**src/rtl/i2c_adec_pkg.sv**
```systemverilog
package i2c_adec_pkg;
   typedef enum logic [1:0] {
      GC_NONE     = 2'b00,
      GC_RST_PROG = 2'b01,
      GC_PROG     = 2'b10,
      GC_HW       = 2'b11
   } gc_kind_e;
endpackage

```
**src/rtl/i2c_adec_id_match.sv**
```systemverilog
module i2c_adec_id_match #(
   parameter int NUM_IDS = 4,
   parameter int ADDR_W  = 7,
   localparam int IDX_W  = $clog2(NUM_IDS)
) (
   input  logic [NUM_IDS*ADDR_W-1:0] ids,
   input  logic [ADDR_W-1:0]         addr,
   output logic                      hit,
   output logic [IDX_W-1:0]          idx
);
   if (NUM_IDS < 2) begin : g_bad_ids
      $error("NUM_IDS must be at least 2");
   end
   if (ADDR_W < 1) begin : g_bad_addr
      $error("ADDR_W must be positive");
   end

   logic [NUM_IDS-1:0] eq;

   for (genvar i = 0; i < NUM_IDS; i++) begin : g_cmp
      assign eq[i] = (ids[i*ADDR_W +: ADDR_W] == addr);
   end

   // descending walk: the last assignment, lowest index, wins
   always_comb begin
      idx = '0;
      for (int i = NUM_IDS - 1; i >= 0; i--) begin
         if (eq[i]) idx = IDX_W'(i);
      end
   end

   assign hit = |eq;
endmodule

```
**src/rtl/i2c_adec_gc_class.sv**
```systemverilog
module i2c_adec_gc_class
   import i2c_adec_pkg::*;
#(
   parameter int         BYTE_W    = 8,
   parameter logic [7:0] RST_CODE  = 8'h06,
   parameter logic [7:0] PROG_CODE = 8'h04,
   parameter bit         HW_GC_EN  = 1'b1
) (
   input  logic [BYTE_W-1:0] data,
   output gc_kind_e          kind,
   output logic              known
);
   if (BYTE_W != 8) begin : g_bad_width
      $error("BYTE_W must be 8");
   end
   if (RST_CODE[0] || PROG_CODE[0]) begin : g_bad_codes
      $error("reset and program codes must be even");
   end

   logic hw_hit;

   if (HW_GC_EN) begin : g_hw_on
      assign hw_hit = data[0];
   end else begin : g_hw_off
      assign hw_hit = 1'b0;
   end

   always_comb begin
      if (hw_hit)                 kind = GC_HW;
      else if (data == RST_CODE)  kind = GC_RST_PROG;
      else if (data == PROG_CODE) kind = GC_PROG;
      else                        kind = GC_NONE;
      known = (kind != GC_NONE);
   end
endmodule

```
**src/rtl/i2c_addr_decoder.sv**
```systemverilog
module i2c_addr_decoder
   import i2c_adec_pkg::*;
#(
   parameter int         NUM_IDS   = 4,
   parameter int         BYTE_W    = 8,
   parameter logic [7:0] RST_CODE  = 8'h06,
   parameter logic [7:0] PROG_CODE = 8'h04,
   parameter bit         HW_GC_EN  = 1'b1
) (
   input  logic                                 clk,
   input  logic                                 rst_n,
   input  logic                                 byte_valid,
   input  logic                                 first_byte,
   input  logic [BYTE_W-1:0]                    byte_data,
   input  logic                                 gc_en,
   input  logic [NUM_IDS*(BYTE_W-1)-1:0]        slave_ids,
   output logic                                 addr_match,
   output logic [$clog2(NUM_IDS)-1:0]           match_id,
   output logic                                 rw_dir,
   output logic                                 gc_strobe,
   output logic [1:0]                           gc_type,
   output logic                                 reset_req,
   output logic                                 prog_addr,
   output logic                                 fwd_valid,
   output logic [BYTE_W-1:0]                    fwd_data
);
   localparam int ADDR_W = BYTE_W - 1;
   localparam int IDX_W  = $clog2(NUM_IDS);

   if (NUM_IDS != 4) begin : g_bad_count
      $error("the two-bit identity code needs NUM_IDS == 4");
   end

   logic             id_hit;
   logic [IDX_W-1:0] id_idx;
   gc_kind_e         cls_kind;
   logic             cls_known;
   logic             gc_armed;
   logic             rst_pend;
   logic             is_gc_addr;

   i2c_adec_id_match #(.NUM_IDS(NUM_IDS), .ADDR_W(ADDR_W)) u_match (
      .ids  (slave_ids),
      .addr (byte_data[BYTE_W-1:1]),
      .hit  (id_hit),
      .idx  (id_idx)
   );

   i2c_adec_gc_class #(
      .BYTE_W(BYTE_W), .RST_CODE(RST_CODE),
      .PROG_CODE(PROG_CODE), .HW_GC_EN(HW_GC_EN)
   ) u_class (
      .data  (byte_data),
      .kind  (cls_kind),
      .known (cls_known)
   );

   assign is_gc_addr = gc_en && (byte_data == '0);

   always_ff @(posedge clk or negedge rst_n) begin
      if (!rst_n) begin
         addr_match <= 1'b0;
         match_id   <= '0;
         rw_dir     <= 1'b0;
         gc_strobe  <= 1'b0;
         gc_type    <= GC_NONE;
         reset_req  <= 1'b0;
         prog_addr  <= 1'b0;
         fwd_valid  <= 1'b0;
         fwd_data   <= '0;
         gc_armed   <= 1'b0;
         rst_pend   <= 1'b0;
      end else begin
         addr_match <= 1'b0;
         gc_strobe  <= 1'b0;
         prog_addr  <= 1'b0;
         fwd_valid  <= 1'b0;
         reset_req  <= rst_pend;
         rst_pend   <= 1'b0;
         if (rst_pend) begin
            match_id <= '0;
            rw_dir   <= 1'b0;
         end
         if (byte_valid) begin
            if (first_byte) begin
               gc_type  <= GC_NONE;
               gc_armed <= is_gc_addr;
               if (!is_gc_addr && id_hit) begin
                  addr_match <= 1'b1;
                  match_id   <= id_idx;
                  rw_dir     <= byte_data[0];
               end
            end else if (gc_armed) begin
               gc_armed <= 1'b0;
               if (cls_known) begin
                  gc_strobe <= 1'b1;
                  gc_type   <= cls_kind;
                  prog_addr <= (cls_kind == GC_RST_PROG) || (cls_kind == GC_PROG);
                  rst_pend  <= (cls_kind == GC_RST_PROG);
                  if (cls_kind == GC_HW) begin
                     fwd_valid <= 1'b1;
                     fwd_data  <= byte_data;
                  end
               end
            end
         end
      end
   end

   // a match strobe follows a valid first byte
   a_r1_match_after_first: assert property (@(posedge clk) disable iff (!rst_n)
      addr_match |-> $past(byte_valid && first_byte));
   // an address match and a general-call strobe never coincide
   a_r5_match_gc_exclusive: assert property (@(posedge clk) disable iff (!rst_n)
      $onehot0({addr_match, gc_strobe}));
   // a program pulse accompanies only a reprogramming class
   a_r7_prog_with_class: assert property (@(posedge clk) disable iff (!rst_n)
      prog_addr |-> gc_strobe && (gc_type == 2'b01 || gc_type == 2'b10));
   // forwarding only for the hardware class
   a_r8_fwd_hw_only: assert property (@(posedge clk) disable iff (!rst_n)
      fwd_valid |-> gc_strobe && gc_type == 2'b11 && fwd_data[0]);
   // reset request trails a reset-class strobe by one cycle
   a_r9_reset_follows: assert property (@(posedge clk) disable iff (!rst_n)
      reset_req |-> $past(gc_strobe) && $past(gc_type) == 2'b01);
   // single-cycle reset request with cleared match state
   a_r9_reset_single: assert property (@(posedge clk) disable iff (!rst_n)
      reset_req |=> !reset_req);
   a_r9_reset_clears: assert property (@(posedge clk) disable iff (!rst_n)
      reset_req && !$past(byte_valid && first_byte) |-> match_id == '0 && !rw_dir);
   // a strobe follows a non-first byte
   a_r10_gc_after_second: assert property (@(posedge clk) disable iff (!rst_n)
      gc_strobe |-> $past(byte_valid && !first_byte));
endmodule

```
**config.mk**
```make
export PLATFORM = sky130hd
export DESIGN_NAME = i2c_addr_decoder
export DESIGN_NICKNAME = d
export VERILOG_FILES = /design/src/rtl/i2c_adec_pkg.sv /design/src/rtl/i2c_adec_id_match.sv /design/src/rtl/i2c_adec_gc_class.sv /design/src/rtl/i2c_addr_decoder.sv
export SDC_FILE = /design/constraint.sdc
export NUM_CORES = 1
export LEC_CHECK = 0
export BUFFER_PORTS_ARGS = -buffer_cell sky130_fd_sc_hd__buf_2
export CAP_MARGIN = 20
export CORE_MARGIN = 8
export CORE_UTILIZATION = 40
export DETAILED_ROUTE_END_ITERATION = 8
export PLACE_DENSITY_LB_ADDON = 0.12
export SYNTH_ARGS = -nofsm -noshare
export SYNTH_HDL_FRONTEND = slang
export SYNTH_SLANG_ARGS = --single-unit
```
**constraint.sdc**
```tcl
create_clock -name clk -period 1.5 [get_ports clk]
set_clock_uncertainty 0.05 [all_clocks]
set_input_delay 0.3 -clock clk [delete_from_list [all_inputs] [get_ports clk]]
set_output_delay 0.3 -clock clk [all_outputs]
set_load 0.005 [all_outputs]
```
### After elaboration in Yosys (flattened, before gate mapping)

Cells that the tools add are included.

| storage, ports and cells | value |
|---|---|
| bits in registers | 20 |
| logic and storage cells | 71 |

| operators by class | value |
|---|---|
| equal/unequal tests | 9 |
| multiplexer cells | 39 |
| bitwise logic cells | 1 |
| reductions and logical operators | 11 |

Operators by type and width:

| cell | count |
|---|---|
| == test 7 bit | 4 |
| two-way mux 2 bit | 14 |
| two-way mux 1 bit | 25 |
| == test 8 x 3 -> 1 bit (second input constant) | 2 |
| logical NOT 8 bit | 1 |
| nonzero test 2 bit | 3 |
| AND reduction 5 bit | 1 |
| == test 2 bit (second input constant) | 2 |
| OR reduction 4 bit | 1 |
| AND reduction 3 bit | 1 |
| == test 2 x 1 -> 1 bit (second input constant) | 1 |
| logical AND 1 bit | 2 |
| logical NOT 1 bit | 1 |
| logical OR 1 bit | 1 |
| NOT 1 bit | 1 |

### Logic depth before layout (Yosys ltp)

| logic depth | value |
|---|---|
| depth after elaboration | 10 |
| gate-level depth with buffers | 12 |
| mapped depth without buffers | 11 |

### By module

Synthesis repeated with hierarchy kept, for this count alone.

| second synthesis, totals | value |
|---|---|
| cells, all modules | 108 |
| area, all modules | 1253.7 um^2 |

By module, submodules not included:

| module | instances | cells each | area each (um^2) |
|---|---|---|---|
| i2c_addr_decoder | 1 | 60 | 849.6 |
| i2c_adec_id_match | 1 | 42 | 356.6 |
| i2c_adec_gc_class | 1 | 6 | 47.5 |

### Worst setup path after synthesis

No wires, ideal clock.

| path | value |
|---|---|
| path type | input-to-reg |
| start point | input port byte_data[4] |
| end point | register fwd_data[0] |
| setup time | 125 ps |
| arrival | 2379 ps |
| required time | 1325 ps |
| path slack | -1054 ps |
| cell stages on the path | 12 |
| path buffers | 1 |
| cells stage by stage | buf_4 -> or4_4 -> nor2_4 -> nand2_1 -> o21bai_2 -> inv_1 -> ha_1 -> nor2_1 -> nand2_1 -> nor2_1 -> nand2_1 -> mux2_2 |

| between the ends | value |
|---|---|
| longest elaborated chain between the ends | 6 |
| elaborated cells between the ends (all ways) | 8 |

RTL lines:

| item | RTL line | text |
|---|---|---|
| from (decl) | i2c_addr_decoder.sv:14 | `input logic [BYTE_W-1:0] byte_data,` |
| == test 8 x 3 -> 1 bit | i2c_adec_gc_class.sv:31 | `else if (data == PROG_CODE) kind = GC_PROG;` |
| two-way mux 2 bit | i2c_adec_gc_class.sv:31 |  |
| two-way mux 2 bit * | i2c_adec_gc_class.sv:30 | `else if (data == RST_CODE) kind = GC_RST_PROG;` |
| two-way mux 2 bit * | i2c_adec_gc_class.sv:29 | `if (hw_hit) kind = GC_HW;` |
| == test 2 bit / nonzero test 2 bit (equally long branches) | i2c_addr_decoder.sv:100, i2c_adec_gc_class.sv:33 |  |
| AND reduction 5 bit (no line) * | - |  |
| to (signal assigned) | i2c_addr_decoder.sv:102 | `fwd_data <= byte_data;` |
| to (decl) | i2c_addr_decoder.sv:25 | `output logic [BYTE_W-1:0] fwd_data` |

Mark *: on every way between the ends. The rest lies on a longest branch, timed or not.
A chain may end at the register's enable or synchronous reset.

### Final worst setup path

| path | value |
|---|---|
| start point | input port byte_data[3] |
| end point | register fwd_data[4] |

Same word-level chain as after synthesis.

==> results.toml <==
[status]
status = "finished, violations left"
failed_checks = "negative setup slack"

[floorplanning]
design.core.area_sq_mm = 0.00298
dieArea_sq_mm = 0.00509
rows = 20
dieWidth_um = 71.3
pin_count = 59
initial_utilization = 0.411
fp.dieH_um = 71.3

[clock_network]
cts_tree = "built"
htreeDepth = 1
cts-root-buf = "clkbuf_4"
clkSinkCount = 20
clk_latency_ns = 0.30
numCtsBuffers = 3
clk_pin_slew_ns = 0.11
cts.path.max_buffers = 2

[power_and_ir_drop]
seqPwrFrac = 0.486
p_int_uw = 859
leakage_uw = 0.00101
p_comb_frac = 0.301
power_frac_clock = 0.213
switching_share = 0.283
p_switching_uw = 340
ir_worst_vdd_uv = 408
power_density_mw_per_mm2 = 623

[finish]
final_util = 0.647
fillCellCount = 256
nets = 248
num_antenna_cells = 0
drive_above_1_share = 0.601
area_growth_pct = 57.4

[grt]
grt_pass1_vias = 1240
grt_max_degree = 21
overflow = 0
grt_usage = 0.141
grt_antenna_before_repair = 0
grt_pass1_wl_um = 5780

[setup_path]
critical_path_class = "in -> reg"
arrival_ns = 2.23
worstSetupEndpointType = "flip-flop"
critPathMaxFanout = 8
crit_path_start_kind = "input pin"
cp.required_ns = 1.65

[sta]
worst_hold_slack_ns = 0.187
fin_crit_ns = 2.08
max_freq_mhz = 481
hold_violations = 0
worst_pin_slew_ns = 0.449
rsz0062_at_grt = "yes"
fin_ws_ns = -0.580
period_share = 1.39
tns_ns = -6.23
drv_slew = 0
finalSetupViolCount = 16
slew_headroom = 0.701

[logic_synthesis]
synth_flop_cell = "dfrtp_1"
async_flop_share = 1.00
syn-num-nets = 159
yosysMostFrequentCell = "dfrtp_1"
yosys-top-cells-count = "20 x dfrtp_1, 14 x xnor2_1, 14 x xor2_1"
synthCells = 116
synth-edff-count = 0
yosysTopAreaCellShare = 0.409
yosys_warnings = 0
synth_top_cell_by_area = "dfrtp_1"
synth-adder-area-share = 0.0204
synthSimpleGateAreaFrac = 0.146
synth_top_family_by_area = "XOR/XNOR gates"
avgSynthCellArea_sq_um = 10.5
synthMuxAreaShare = 0.0859
synth-seq-cells = 20
synth_cell_types = 29
synth_area_leaders = "dfrtp_1 41%, xnor2_1 10%, xor2_1 10%"
synth_xor_area_frac = 0.200
synth-seq-area-share = 0.409
synth_compound_area_frac = 0.0869
syn_area_sq_mm = 0.00122

[detailed_routing]
wl_um = 3540
drt-initial-drc-count = 11
vias_per_cell = 4.86
drt.antenna.violating_nets = 0
vias = 1147
firstDrtPassIters = 4
post_drt_wl_per_cell_um = 15.0
drc_errors = 0

[placement]
dp_hpwl_um = 2720
gp_congestion = 0.796
io_buffers = 58

[flow_run]
maxCapViolations = 0

[min_path]
hold_class = "in -> reg"
routing by layer:
| metal | share of wire | global-route usage |
|---|---|---|
| met4 | 0.017 | 0.0439 |
| met3 | 0.056 | 0.0404 |
| met1 | 0.41 | 0.162 |
| met2 | 0.52 | 0.245 |
| met5 | 0 | 0 |
per-stage QoR:
stage                     std cells  cell area, sq um  total power [uW]  setup slack, ns
after floorplan                 116              1270               767           -0.886
after global placement          220              1700               909           -0.901
after detailed placement        220              1700               917           -0.957
after CTS                       233              1870              1200           -0.558
after global routing            236              1930              1270           -0.650
final                           236              1930              1200           -0.580
path summary, 6_finish.rpt:
check	start	endpoint	slack, ns	depth (start not counted)
worst min register to register	rst_pend$_DFF_PN0_	reset_req$_DFF_PN0_	0.40	0
min in group asynchronous	rst_n	match_id[0]$_DFF_PN0_	0.42	2
worst min-delay path	first_byte	gc_strobe$_DFF_PN0_	0.19	2
max in group asynchronous	rst_n	prog_addr$_DFF_PN0_	0.68	2
worst max register to register	gc_armed$_DFFE_PN0P_	fwd_data[4]$_DFFE_PN0P_	0.11	6
worst max-delay path	byte_data[3]	fwd_data[4]$_DFFE_PN0P_	-0.58	11
power groups by stage:
stage          Clock, uW  Sequential (uW)  Combinational [uW]
2_1_floorplan          0              598                 169
3_3_place_gp           0              593                 316
3_5_place_dp           0              594                 323
4_1_cts              262              584                 350
5_1_grt              283              588                 398
6_report             255              582                 361
critical path, stage by stage:
cell     delay, ns
buf_6         0.09
or4_4         0.54
nor2_4        0.14
buf_4         0.13
a31oi_2       0.12
ha_4          0.18
nor2_4        0.09
nand2_2       0.08
nor2_4        0.13
nand2_4       0.11
mux2_4        0.31
final cells by class:
type | count | area (sq um) | area share
sequential | 20 | 500 | 0.260
multi-input combinational | 84 | 773 | 0.402
clock buffer | 3 | 22.5 | 0.0117
inverter | 5 | 18.8 | 0.00975
tap | 33 | 41.3 | 0.0214
timing repair buffer | 91 | 569 | 0.296
flip-flops by register name, summed over array words and instances (netlist names):
name	flops
addr_match	1
reset_req	1
match_id	2
rst_pend	1
gc_armed	1
fwd_valid	1
rw_dir	1
fwd_data	8
prog_addr	1
gc_strobe	1
gc_type	2
what timing repair did:
action	CTS	global route
hold buffers	1	0
setup buffers	9	3
resized for setup	15	5
setup endpoints to repair	14	16
pin swaps	8	4
endpoints found under the hold margin	20	0
cells in the final DEF, fill, tap and decap left out, types with 4 or more instances in the layout:
cell type	n
xor2_1	13
inv_1	4
xnor2_1	14
dfrtp_1	20
nor2_1	4
nand4_1	4
buf_6	5
mux2_2	6
buf_2	54
buf_4	31
cells by family (layout without fill, tap and decap cells):
| group | after synthesis | count (layout) |
|---|---|---|
| xor+xnor | 28 | 28 |
| simple gates | 31 | 31 |
| fa+ha+maj | 2 | 2 |
| flops | 20 | 20 |
| mux | 9 | 9 |
| buf+inv | 12 | 99 |
| compound gates | 14 | 14 |
No activity file was read; power rests on OpenSTA's default activity.
